--- config.mk ---
export PLATFORM = sky130hd
export DESIGN_NAME = spd_lock_limiter
export DESIGN_NICKNAME = d
export VERILOG_FILES = /design/src/rtl/spd_lock_pkg.sv /design/src/rtl/spd_lock_regs.sv /design/src/rtl/spd_lock_window.sv /design/src/rtl/spd_lock_counter.sv /design/src/rtl/spd_lock_limiter.sv
export SDC_FILE = /design/constraint.sdc
export NUM_CORES = 1
export LEC_CHECK = 0
export BUFFER_PORTS_ARGS = -buffer_cell sky130_fd_sc_hd__buf_2
export CAP_MARGIN = 15
export CORE_ASPECT_RATIO = 1.1
export CORE_UTILIZATION = 51
export CTS_CLUSTER_SIZE = 25
export DETAILED_ROUTE_END_ITERATION = 10
export PLACE_DENSITY = 0.75
export REMOVE_ABC_BUFFERS = 1
export SETUP_SLACK_MARGIN = 0.3
export SYNTH_ARGS = -nofsm -noshare
export SYNTH_HDL_FRONTEND = slang
export SYNTH_SLANG_ARGS = --single-unit
--- constraint.sdc ---
create_clock -name clk -period 4.41 [get_ports clk]
set_clock_uncertainty 0.1 [all_clocks]
set_input_delay 0.882 -clock clk [delete_from_list [all_inputs] [get_ports clk]]
set_output_delay 0.882 -clock clk [all_outputs]
set_load 0.01 [all_outputs]
--- src/rtl/spd_lock_pkg.sv ---
// Shared constants and types for the speed error lock detector.
// Assumes a word register interface with three decoded addresses.
package spd_lock_pkg;
    localparam int CNT_W = 2;

    localparam logic [1:0] ADDR_UPPER = 2'd0;
    localparam logic [1:0] ADDR_LOWER = 2'd1;
    localparam logic [1:0] ADDR_CTRL  = 2'd2;

    // Control byte bit positions
    localparam int CB_MODE_LO = 6;
    localparam int CB_OVF     = 5;
    localparam int CB_LIM     = 4;
    localparam int CB_RANGE   = 3;
    localparam int CB_LOCKEN  = 2;

    typedef struct packed {
        logic [1:0]       mode;
        logic             lim_en;
        logic             lock_en;
        logic [CNT_W-1:0] preset;
    } ctrl_t;
endpackage

--- src/rtl/spd_lock_regs.sv ---
// Register file: the two write-only bounds, the control fields and the
// sticky saturation flag. It also forms the read data.
// Assumes DATA_W is a multiple of 8 and at least 8.
module spd_lock_regs
    import spd_lock_pkg::*;
#(
    parameter int DATA_W = 16
) (
    input  logic                  clk,
    input  logic                  rst_n,
    input  logic                  lp_init,
    input  logic                  reg_wr,
    input  logic [1:0]            reg_addr,
    input  logic [DATA_W/8-1:0]   reg_be,
    input  logic [DATA_W-1:0]     reg_wdata,
    input  logic                  sat_hit,
    input  logic [CNT_W-1:0]      cnt_live,
    input  logic                  range_flag,
    output logic [DATA_W-1:0]     reg_rdata,
    output logic [DATA_W-1:0]     upper,
    output logic [DATA_W-1:0]     lower,
    output ctrl_t                 ctrl,
    output logic                  ovf,
    output logic                  ctrl_wr
);
    localparam logic [DATA_W-1:0] S_MAX = {1'b0, {(DATA_W-1){1'b1}}};
    localparam logic [DATA_W-1:0] S_MIN = {1'b1, {(DATA_W-1){1'b0}}};

    logic full_word;
    logic up_wr;
    logic lo_wr;
    logic [7:0] ctrl_byte;

    assign full_word = &reg_be;
    assign up_wr     = reg_wr && (reg_addr == ADDR_UPPER) && full_word;
    assign lo_wr     = reg_wr && (reg_addr == ADDR_LOWER) && full_word;
    assign ctrl_wr   = reg_wr && (reg_addr == ADDR_CTRL) && reg_be[0];

    // Bound registers: word writes only, extremes on reset.
    always_ff @(posedge clk) begin
        if (!rst_n || lp_init) begin
            upper <= S_MAX;
            lower <= S_MIN;
        end else begin
            if (up_wr) upper <= reg_wdata;
            if (lo_wr) lower <= reg_wdata;
        end
    end

    // Control fields that software writes directly.
    always_ff @(posedge clk) begin
        if (!rst_n || lp_init) begin
            ctrl <= '0;
        end else if (ctrl_wr) begin
            ctrl.mode    <= reg_wdata[CB_MODE_LO+1:CB_MODE_LO];
            ctrl.lim_en  <= reg_wdata[CB_LIM];
            ctrl.lock_en <= reg_wdata[CB_LOCKEN];
            ctrl.preset  <= reg_wdata[CNT_W-1:0];
        end
    end

    // Sticky saturation flag: set by hardware, cleared only by writing 0.
    always_ff @(posedge clk) begin
        if (!rst_n || lp_init) begin
            ovf <= 1'b0;
        end else if (sat_hit) begin
            ovf <= 1'b1;
        end else if (ctrl_wr && !reg_wdata[CB_OVF]) begin
            ovf <= 1'b0;
        end
    end

    assign ctrl_byte = {ctrl.mode, ovf, ctrl.lim_en, range_flag, ctrl.lock_en, cnt_live};

    // Read mux: bounds and unused addresses read as zero.
    always_comb begin
        reg_rdata = '0;
        if (reg_addr == ADDR_CTRL) reg_rdata[7:0] = ctrl_byte;
    end
endmodule

--- src/rtl/spd_lock_window.sv ---
// Window compare and clamp. It flags in-window and saturated samples
// combinationally and registers the output sample one cycle later.
// Assumes bounds are signed values of the sample width.
module spd_lock_window #(
    parameter int DATA_W    = 16,
    parameter bit HAS_LIMIT = 1'b1
) (
    input  logic              clk,
    input  logic              rst_n,
    input  logic              smp_valid,
    input  logic [DATA_W-1:0] smp_data,
    input  logic [DATA_W-1:0] upper,
    input  logic [DATA_W-1:0] lower,
    input  logic              lim_en,
    output logic              in_range,
    output logic              sat_hit,
    output logic              out_valid,
    output logic [DATA_W-1:0] out_data
);
    localparam logic [DATA_W-1:0] S_MAX = {1'b0, {(DATA_W-1){1'b1}}};
    localparam logic [DATA_W-1:0] S_MIN = {1'b1, {(DATA_W-1){1'b0}}};

    logic signed [DATA_W-1:0] s_val;
    logic signed [DATA_W-1:0] s_hi;
    logic signed [DATA_W-1:0] s_lo;
    logic below;
    logic above;
    logic [DATA_W-1:0] lim_val;

    assign s_val    = smp_data;
    assign s_hi     = upper;
    assign s_lo     = lower;
    assign below    = s_val < s_lo;
    assign above    = s_val > s_hi;
    assign in_range = !below && !above;
    assign sat_hit  = smp_valid && ((smp_data == S_MAX) || (smp_data == S_MIN));

    generate
        if (HAS_LIMIT) begin : g_lim
            // Clamp the sample into the window when the limiter is on.
            always_comb begin
                if (!lim_en)    lim_val = smp_data;
                else if (below) lim_val = lower;
                else if (above) lim_val = upper;
                else            lim_val = smp_data;
            end
        end else begin : g_pass
            logic unused_lim;
            assign unused_lim = lim_en;
            assign lim_val    = smp_data;
        end
    endgenerate

    // Output register: one cycle of latency from the input strobe.
    always_ff @(posedge clk) begin
        if (!rst_n) begin
            out_valid <= 1'b0;
            out_data  <= '0;
        end else begin
            out_valid <= smp_valid;
            if (smp_valid) out_data <= lim_val;
        end
    end
endmodule

--- src/rtl/spd_lock_counter.sv ---
// Consecutive-hit down-counter, lock flag and out-of-window status.
// Assumes in_range is meaningful only while smp_valid is high.
module spd_lock_counter
    import spd_lock_pkg::*;
(
    input  logic             clk,
    input  logic             rst_n,
    input  logic             lp_init,
    input  logic             smp_valid,
    input  logic             in_range,
    input  logic             lock_en,
    input  logic             ctrl_wr,
    input  logic [CNT_W-1:0] preset,
    input  logic [CNT_W-1:0] ld_val,
    output logic [CNT_W-1:0] cnt,
    output logic             lock_o,
    output logic             range_flag
);
    // Counter and lock: a control write outranks disable, disable outranks samples.
    always_ff @(posedge clk) begin
        if (!rst_n || lp_init) begin
            cnt    <= '0;
            lock_o <= 1'b0;
        end else if (ctrl_wr) begin
            cnt    <= ld_val;
            lock_o <= 1'b0;
        end else if (!lock_en) begin
            cnt    <= preset;
            lock_o <= 1'b0;
        end else if (smp_valid) begin
            if (in_range) begin
                if (cnt == '0) lock_o <= 1'b1;
                else           cnt    <= cnt - 1'b1;
            end else begin
                cnt    <= preset;
                lock_o <= 1'b0;
            end
        end
    end

    // Out-of-window status follows the most recent sample.
    always_ff @(posedge clk) begin
        if (!rst_n || lp_init) begin
            range_flag <= 1'b0;
        end else if (smp_valid) begin
            range_flag <= !in_range;
        end
    end
endmodule

--- src/rtl/spd_lock_limiter.sv ---
// Top level: connects the register file, the window/clamp stage and the
// lock counter. lock_o is the filter-enable for the next stage.
// Assumes a single clock and a synchronous active-low reset.
module spd_lock_limiter
    import spd_lock_pkg::*;
#(
    parameter int DATA_W    = 16,
    parameter bit HAS_LIMIT = 1'b1
) (
    input  logic                clk,
    input  logic                rst_n,
    input  logic                lp_init,
    input  logic                reg_wr,
    input  logic [1:0]          reg_addr,
    input  logic [DATA_W/8-1:0] reg_be,
    input  logic [DATA_W-1:0]   reg_wdata,
    output logic [DATA_W-1:0]   reg_rdata,
    input  logic                smp_valid,
    input  logic [DATA_W-1:0]   smp_data,
    output logic                out_valid,
    output logic [DATA_W-1:0]   out_data,
    output logic                lock_o
);
    logic [DATA_W-1:0] upper;
    logic [DATA_W-1:0] lower;
    ctrl_t             ctrl;
    logic              ovf;
    logic              ctrl_wr;
    logic              in_range;
    logic              sat_hit;
    logic [CNT_W-1:0]  cnt;
    logic              range_flag;
    logic              lock_en_w;
    logic              lim_en_w;

    assign lock_en_w = ctrl.lock_en;
    assign lim_en_w  = ctrl.lim_en;

    spd_lock_regs #(.DATA_W(DATA_W)) u_regs (
        .clk(clk), .rst_n(rst_n), .lp_init(lp_init),
        .reg_wr(reg_wr), .reg_addr(reg_addr), .reg_be(reg_be), .reg_wdata(reg_wdata),
        .sat_hit(sat_hit), .cnt_live(cnt), .range_flag(range_flag),
        .reg_rdata(reg_rdata), .upper(upper), .lower(lower),
        .ctrl(ctrl), .ovf(ovf), .ctrl_wr(ctrl_wr)
    );

    spd_lock_window #(.DATA_W(DATA_W), .HAS_LIMIT(HAS_LIMIT)) u_win (
        .clk(clk), .rst_n(rst_n), .smp_valid(smp_valid), .smp_data(smp_data),
        .upper(upper), .lower(lower), .lim_en(lim_en_w),
        .in_range(in_range), .sat_hit(sat_hit),
        .out_valid(out_valid), .out_data(out_data)
    );

    spd_lock_counter u_cnt (
        .clk(clk), .rst_n(rst_n), .lp_init(lp_init),
        .smp_valid(smp_valid), .in_range(in_range), .lock_en(lock_en_w),
        .ctrl_wr(ctrl_wr), .preset(ctrl.preset), .ld_val(reg_wdata[CNT_W-1:0]),
        .cnt(cnt), .lock_o(lock_o), .range_flag(range_flag)
    );
endmodule

* Word level (Yosys, flattened, before mapping)
Index checks and enable logic that the tools add are counted.
** Storage, ports and cells
- Register bits after elaboration :: 60
- Word-level logic and storage cells :: 59
- Bits of input ports :: 41
- Output and inout port bits :: 34
** Cells by class
- Equality and inequality tests :: 7
- Reductions and logical operators :: 23
- Add/subtract/negate cells :: 1
- Magnitude comparators :: 2
- Bitwise operators :: 1
- Muxes and demuxes :: 13
** Operators with widths (number)
- 16-bit two-way mux :: 3
- 16-bit by 15-bit equality test with 1-bit output (second input constant) :: 1
- 16-bit equality test (second input constant) :: 1
- 16-bit greater-than comparator :: 1
- 16-bit < comparator :: 1
- 2-bit two-way mux :: 5
- 1-bit logical AND :: 9
- 8-bit two-way mux :: 1
- 2-bit AND reduction :: 3
- 1-bit zero test :: 5
- 2-bit zero test :: 2
- 1-bit two-way mux :: 4
- 4-bit != test (second input constant) :: 1
- 3-bit != test (second input constant) :: 1
- 3-bit OR reduction :: 1
- 2-bit by 1-bit equality test with 1-bit output (second input constant) :: 1
- 2-bit equality test (second input constant) :: 1
- 1-bit logical OR :: 2
- 2-bit != test (second input constant) :: 1
- 2-bit nonzero test :: 1
- 2-bit by 1-bit subtractor with 2-bit output (second input constant) :: 1
- 1-bit NOT :: 1

* Depth between registers and ports, before layout
Gate-level depths: netlist (run 1).
- Depth after elaboration :: 7
- Gate-level depth with buffers :: 11
- Gate-level depth less buffers :: 9

* Hierarchy
A second synthesis (run 1) with hierarchy kept.
** Unflattened totals
- Cell total of the unflattened synthesis :: 453
- Area total of the unflattened synthesis :: 4001.3 um2
** Modules (own cells, without submodules)
- spd_lock_window :: instances 1, seq. area each 340.3 um2, area each 2137.0 um2, cells an instance 233
- spd_lock_regs :: instances 1, seq. area each 780.7 um2, area each 1634.1 um2, cells an instance 193
- spd_lock_counter :: instances 1, seq. area each 80.1 um2, area each 230.2 um2, cells an instance 27

* Worst setup path before layout (run 1)
No wires, ideal clock.
- Path kind :: in2reg
- Start :: input smp_data[5]
- End :: register u_cnt.cnt[0]
- Path buffers :: 1
- Library setup time :: 0.091 ns
- Stages :: 9
- Required time :: 4.219 ns
- Path slack :: 1.600 ns
- Data arrival time :: 2.619 ns
- Cell sequence :: ha_1 > a21oi_2 > o21ai_1 > a221o_1 > o31ai_2 > buf_6 > and3_1 > o211ai_1 > a311oi_1
** On the way
- Word-level cells in the longest chain between the ends :: 7
- Elaborated cells on any way between the ends :: 11
- Classes of those cells :: order compare (2); eq/ne (1); mux (4); reduce/logical (4)
** Ends and longest elaborated chain
- from (decl) :: RTL line spd_lock_limiter.sv:19 : input logic [DATA_W-1:0] smp_data,
- 16-bit < comparator / 16-bit greater-than comparator (equally long branches) :: RTL line spd_lock_window.sv:33, spd_lock_window.sv:34
- 1-bit zero test :: RTL line spd_lock_window.sv:35 : assign in_range = !below && !above;
- 1-bit logical AND * :: RTL line spd_lock_window.sv:35
- 2-bit two-way mux :: RTL line spd_lock_counter.sv:31 : if (in_range) begin
- 2-bit two-way mux :: RTL line spd_lock_counter.sv:30 : end else if (smp_valid) begin
- 2-bit two-way mux :: RTL line spd_lock_counter.sv:27 : end else if (!lock_en) begin
- 2-bit two-way mux :: RTL line spd_lock_counter.sv:24 : end else if (ctrl_wr) begin
- to (signal assigned) :: RTL line spd_lock_counter.sv:25 : cnt <= ld_val;
- to (signal assigned) :: RTL line spd_lock_counter.sv:28 : cnt <= preset;
- to (signal assigned) :: RTL line spd_lock_counter.sv:33 : else cnt <= cnt - 1'b1;
- to (decl) :: RTL line spd_lock_counter.sv:15 : output logic [CNT_W-1:0] cnt,
Every way passes the cells marked *; elsewhere a longest branch is shown, timed or not. The select of a mux whose other input is x is not followed.
A chain may end at the register's enable or synchronous reset.

* Final worst setup path (run 1)
- Start :: input smp_data[5]
- End :: register u_cnt.cnt[1]
The elaborated chain is that of the path after synthesis.

==> key figures, run 1 <==
Finish
  • Diode count: 0
  • Area grow syn2layout: 15.8%
  • Share of cells above drive strength 1: 19.3%
  • # nets final: 550

Synth
  • Yosys reg bits: 60
  • Most frequent cells after synthesis: dfxtp_1, nor2_1, nand2_1, inv_1, a21oi_1
  • Most common cell in the synthesized netlist: dfxtp_1
  • Post-synth EDFFs: 0
  • Mapped Area: 3490 um2
  • Top FF cell, synth: dfxtp_1
  • Asr flop ratio synth: 0%
  • Post-Syn Area per Cell: 8.30 um2
  • Synth unique cells: 44
  • Synth area leader: dfxtp_1
  • Synth top area cells: dfxtp_1, ha_1, nor2_1
  • Register area share after synthesis: 34.4%
  • Synthesis Warnings: 0
  • Yosys top cell area share: 34.4%
  • Synth Instances: 421

Critical path
  • Worst path arrival time: 3.41 ns
  • CP max-delay cell: o31ai_4
  • Ordered list of cells on the worst path: buf_2, ha_1, a21oi_2, o21ai_1, a221o_1, o31ai_4, a31oi_1, or2_1, a311oi_1
  • Slowest stage delay, CP: 0.69 ns
  • CP Capture Type: flip-flop
  • CP Max Fanout: 17
  • CP Launch Type: input pin
  • Crit path kind: in2reg
  • Req. time, crit path: 4.55 ns

Clocking
  • CTS tree: built
  • Clk sinks: 60
  • CTS Hold Bufs: 0
  • Max Buffers Root-to-Sink: 2
  • Postcts setup bufs: 0
  • Htree depth: 3
  • CTS root buffer: clkbuf_8
  • CTS-repair resized insts: 0
  • CTS Buf Count: 9
  • Worst skew pair latency: 0.34 ns
  • Reg clk slew, reported paths: 0.07 ns

Job
  • MaxCap Viol Count: 0

Global routing
  • Number of global-route vias before repair: 3,042
  • Largest net degree at the start of global routing: 31
  • Grt ovf: 0
  • GRT Util Overall: 26.9%
  • Initial antenna violation count: 0
  • First-pass GRT wire length: 14,400 um

Route
  • DR vias/cell: 5.72
  • Detail Route Antenna Nets: 0
  • Post-DR wirelength/cell: 15.8 um
  • Vias after detailed routing: 3,227
  • First DRT Iteration DRCs: 143
  • Post-Route WL: 8900 um
  • DRC viols: 0
  • DRT Pass-1 Iters: 5

Place
  • Post-Place Setup Slack: 0.800 ns
  • Final GP Congestion: 0.897
  • DP HPWL: 6300 um
  • I/O Buffers: 66

STA
  • Setup repair after global routing missed its margin: no
  • Slew HR: 28.0%
  • Fin crit share: 74.0%
  • Worst Tran Pin Value: 1.08 ns
  • Final-report max-slew violation count: 0
  • Final worst setup slack: 1.14 ns
  • Final critical-path required period: 3.27 ns
  • Setup TNS: 0 ns
  • Setup-failing EPs final: 0
  • Fin. Hold Viols: 0
  • Max Freq: 306 MHz

Floorplanning
  • Die Height: 88.8 um
  • Row count: 31
  • DIE WIDTH: 80.9 um
  • Ports: 75
  • Initial core utilization: 53.0%
  • Area of the core: 6590 um2
  • DIE AREA: 7190 um2

Run status
  • Outcome: complete, no violations

Power
  • Leakage: 1.91 nW
  • Pwr/cell area: 315 nW/um2
  • Worst vdd ir: 0.000157 V
  • Total power: 1.28 mW

Worst hold path
  • HP Class: reg2reg
-- per-stage QoR --
step	cells	util, %	instance area, um2	hold slack [ns]
3_3_place_gp	547	57.9	3820	0.341
4_1_cts	563	61.2	4030	0.352
6_report	564	61.4	4050	0.352
5_1_grt	564	61.4	4050	0.385
2_1_floorplan	395	-	3340	0.332
3_5_place_dp	547	57.9	3820	0.343
-- kinds of logic after synthesis --
kind of cell             Yosys count  synth area share [%]
AND/OR/NAND/NOR                  139                  19.2
AO/OA/AOI/OAI                    105                  21.4
buffers and inverters             68                  8.88
flip-flops                        60                  34.4
adder cells (fa/ha/maj)           32                  11.5
multiplexers                      16                  4.58
other                              1                 0.107
-- registers in the layout, indices dropped and copies added (netlist names), 2 cells and up --
signal	flops
u_cnt.cnt	2
u_regs.ctrl	6
u_regs.lower	16
u_regs.upper	16
u_win.out_data	16
-- where the power goes --
part / internal (mW) / switching (mW) / total [mW]
logic: 0.0633 / 0.100 / 0.164
clock network: 0.331 / 0.218 / 0.549
registers: 0.556 / 0.00732 / 0.563
-- area by class of cell --
class	instances	area (um2)
clock buffer	11	141
clock inverter	5	75.1
fill	592	2550
inverter	35	131
multi-input combinational	300	2020
sequential	60	1200
tap	82	103
timing repair buffer	71	375
-- worst max-delay path, delay by kind of cell --
kind	cells	cell delay, ns
fa+ha+maj	1	0.33
compound gates	6	1.78
simple gates	1	0.28
buf+inv	1	0.14
-- metal layers --
layer	track usage, %	vias to the layer above	share of wire, %
met5	0	-	0
met4	13.0	0	1.7
met3	5.46	16	5.3
met2	44.2	101	48
met1	33.5	1500	45
li1	-	1610	-
-- path summary, 6_finish.rpt --
| kind | startpoint | endpoint | slack [ns] | depth (start not counted) |
|---|---|---|---|---|
| max | smp_data[5] | u_cnt.cnt[1]$_SDFFE_PP0P_ | 1.14 | 9 |
| min | u_regs.ctrl[0]$_SDFFE_PP0P_ | u_regs.ctrl[0]$_SDFFE_PP0P_ | 0.35 | 2 |
| max reg2reg | u_regs.upper[7]$_SDFFE_PP1P_ | u_cnt.cnt[1]$_SDFFE_PP0P_ | 1.48 | 9 |
| min reg2reg | u_regs.ctrl[0]$_SDFFE_PP0P_ | u_regs.ctrl[0]$_SDFFE_PP0P_ | 0.35 | 2 |
-- placed cells by master (no fill, tap or decap), drive strengths merged, types with 3 or more instances in the layout --
cell     n
conb     8
nor3     3
dfxtp   60
mux2i   16
nand4   11
ha      32
o21ai    6
o221ai  16
clkinv   3
a21oi   34
nand2   37
inv     35
nor2    49
nand3    4
and2     9
clkbuf  11
a311oi   3
buf     71
a211oi  16
nor4     6
o211ai  18
nand2b   4
a21o     3
nor2b    5
and3     3
(Power assumes the default switching activity.)
==> run 2: changes to the inputs <==
==> constraint.sdc (replaced) <==
create_clock -name clk -period 3.2 [get_ports clk]
set_clock_uncertainty 0.1 [all_clocks]
set_input_delay 0.64 -clock clk [delete_from_list [all_inputs] [get_ports clk]]
set_output_delay 0.64 -clock clk [all_outputs]
set_load 0.01 [all_outputs]
==> key figures, run 2 (same netlist as run 1, synthesis figures left out) <==
Run status
  • Outcome: complete, no violations

Critical path
  • CP Launch Type: input pin
  • Worst path arrival time: 2.85 ns
  • Req. time, crit path: 3.33 ns
  • Reg-to-Reg Start: u_regs.upper[13]$_SDFFE_PP1P_
  • Ordered list of cells on the worst path: buf_2, ha_1, a21oi_2, o21ai_1, a221o_1, o31ai_4, a31oi_1, or2_1, a311oi_1
  • Worst r2r path cells: 9
  • CP Max Fanout: 7
  • Worst setup startpoint: smp_data[5]
  • CP Capture Type: flip-flop
  • Crit path kind: in2reg
  • Worst R2R Setup Slack: 0.55 ns
  • Worst Setup EP: u_cnt.cnt[0]$_SDFFE_PP0P_
  • Worst r2r dst: u_cnt.cnt[0]$_SDFFE_PP0P_
  • CP max-delay cell: o31ai_4
  • Slowest stage delay, CP: 0.41 ns

STA
  • Max Freq: 368 MHz
  • Final-report max-slew violation count: 0
  • Setup TNS: 0 ns
  • Fin crit share: 84.9%
  • Fin. Hold Viols: 0
  • Slew HR: 45.6%
  • Final critical-path required period: 2.72 ns
  • Setup-failing EPs final: 0
  • Final worst setup slack: 0.483 ns
  • Setup repair after global routing missed its margin: no
  • Worst Tran Pin Value: 0.817 ns

Route
  • Post-DR wirelength/cell: 16.0 um
  • Detail Route Antenna Nets: 0
  • Post-Route WL: 9120 um
  • DRT Pass-1 Iters: 4
  • First DRT Iteration DRCs: 165
  • DRC viols: 0
  • Vias after detailed routing: 3,264
  • DR vias/cell: 5.73

Global routing
  • Largest net degree at the start of global routing: 31
  • First-pass GRT wire length: 14,800 um
  • Number of global-route vias before repair: 3,031
  • Initial antenna violation count: 0
  • Grt ovf: 0
  • GRT Util Overall: 27.6%

Job
  • MaxCap Viol Count: 0

Finish
  • Final core occ: 62.5%
  • Diode count: 0
  • Most frequent cells in the layout: buf_2, dfxtp_1, nor2_1, nand2_1, inv_1
  • Commonest non-fill, non-tap cell in the layout: buf_2
  • Fillers: 597
  • # nets final: 556
  • Area grow syn2layout: 18.0%
  • Share of cells above drive strength 1: 20.5%
  • Post-route cell area: 4120 um2
  • Biggest regs: u_regs.lower x16, u_regs.upper x16, u_win.out_data x16

Floorplanning
  • Row count: 31
  • Ports: 75
  • Die Height: 88.8 um
  • Area of the core: 6590 um2
  • DIE AREA: 7190 um2
  • Initial core utilization: 53.0%
  • DIE WIDTH: 80.9 um

Clocking
  • Htree depth: 3
  • CTS Hold Bufs: 0
  • Postcts setup bufs: 0
  • Worst skew pair latency: 0.34 ns
  • CTS Buf Count: 9
  • Max Buffers Root-to-Sink: 2
  • CTS-repair resized insts: 0
  • CTS root buffer: clkbuf_8
  • Clk sinks: 60
  • Reg clk slew, reported paths: 0.07 ns
  • CTS tree: built

Place
  • Post-DP Area: 3880 um2
  • Post-Place Setup Slack: 0.0525 ns
  • Final GP Congestion: 0.937
  • I/O Buffers: 66
  • DP HPWL: 6500 um

Power
  • Pwr/cell area: 440 nW/um2
  • Total power: 1.81 mW
  • Leakage: 1.94 nW
  • Worst vdd ir: 0.000287 V

Worst hold path
  • HP Class: reg2reg
==> run 2: cell count changes in the layout (fill, tap and decap cells not counted) <==
cell,before,now
buf_4,4,10
clkinv_2,3,0
clkbuf_8,10,12
a21boi_0,2,1
a21boi_1,0,1
buf_12,0,1
buf_8,1,0
clkinvlp_4,0,1
nor4_1,6,5
nor4_2,0,1
==> run 2: per-stage QoR <==
stage,hold WS [ns],std cells
finish,0.354,570
global route,0.382,570
CTS,0.357,570
detailed placement,0.348,554
global placement,0.347,554
floorplan,0.332,395
==> run 2: per-layer routing <==
| metal | wire length, um | GRT usage (%) |
|---|---|---|
| met5 | 0 | 0 |
| met3 | 504 | 3.92 |
| met4 | 247 | 14.4 |
| met1 | 4030 | 35.0 |
| met2 | 4340 | 45.1 |
==> run 2: worst min path at each step <==
stage | from | end | slack [ns] | cells after the start
global route | u_regs.ctrl[0]$_SDFFE_PP0P_ | u_regs.ctrl[0]$_SDFFE_PP0P_ | 0.38 | 2
detailed placement | u_regs.ctrl[0]$_SDFFE_PP0P_ | u_regs.ctrl[0]$_SDFFE_PP0P_ | 0.35 | 2
floorplan | u_regs.ctrl[4]$_SDFFE_PP0P_ | u_regs.ctrl[4]$_SDFFE_PP0P_ | 0.33 | 2
CTS | u_regs.ctrl[0]$_SDFFE_PP0P_ | u_regs.ctrl[0]$_SDFFE_PP0P_ | 0.36 | 2
global placement | u_regs.upper[15]$_SDFFE_PP0P_ | u_regs.upper[15]$_SDFFE_PP0P_ | 0.35 | 2
finish | u_regs.ctrl[0]$_SDFFE_PP0P_ | u_regs.ctrl[0]$_SDFFE_PP0P_ | 0.35 | 2
==> run 2: worst max-delay path: cells and delay by family <==
kind / cells / cell delay [ns]
fa+ha+maj: 1 / 0.32
buf+inv: 1 / 0.14
compound gates: 6 / 1.48
simple gates: 1 / 0.26
==> run 2: area by class of cell <==
cell class / count / area (um2) / area share (%)
Tap cell: 82 / 103 / 2.49
Sequential cell: 60 / 1200 / 29.1
Clock buffer: 13 / 169 / 4.10
Clock inverter: 3 / 67.6 / 1.64
Timing Repair Buffer: 77 / 425 / 10.3
Multi-Input combinational cell: 300 / 2030 / 49.2
Inverter: 35 / 131 / 3.19
==> run 2: power breakdown <==
part	internal [mW]	switching (mW)	total (mW)
logic	0.0891	0.141	0.230
clock network	0.503	0.305	0.808
registers	0.766	0.0102	0.776
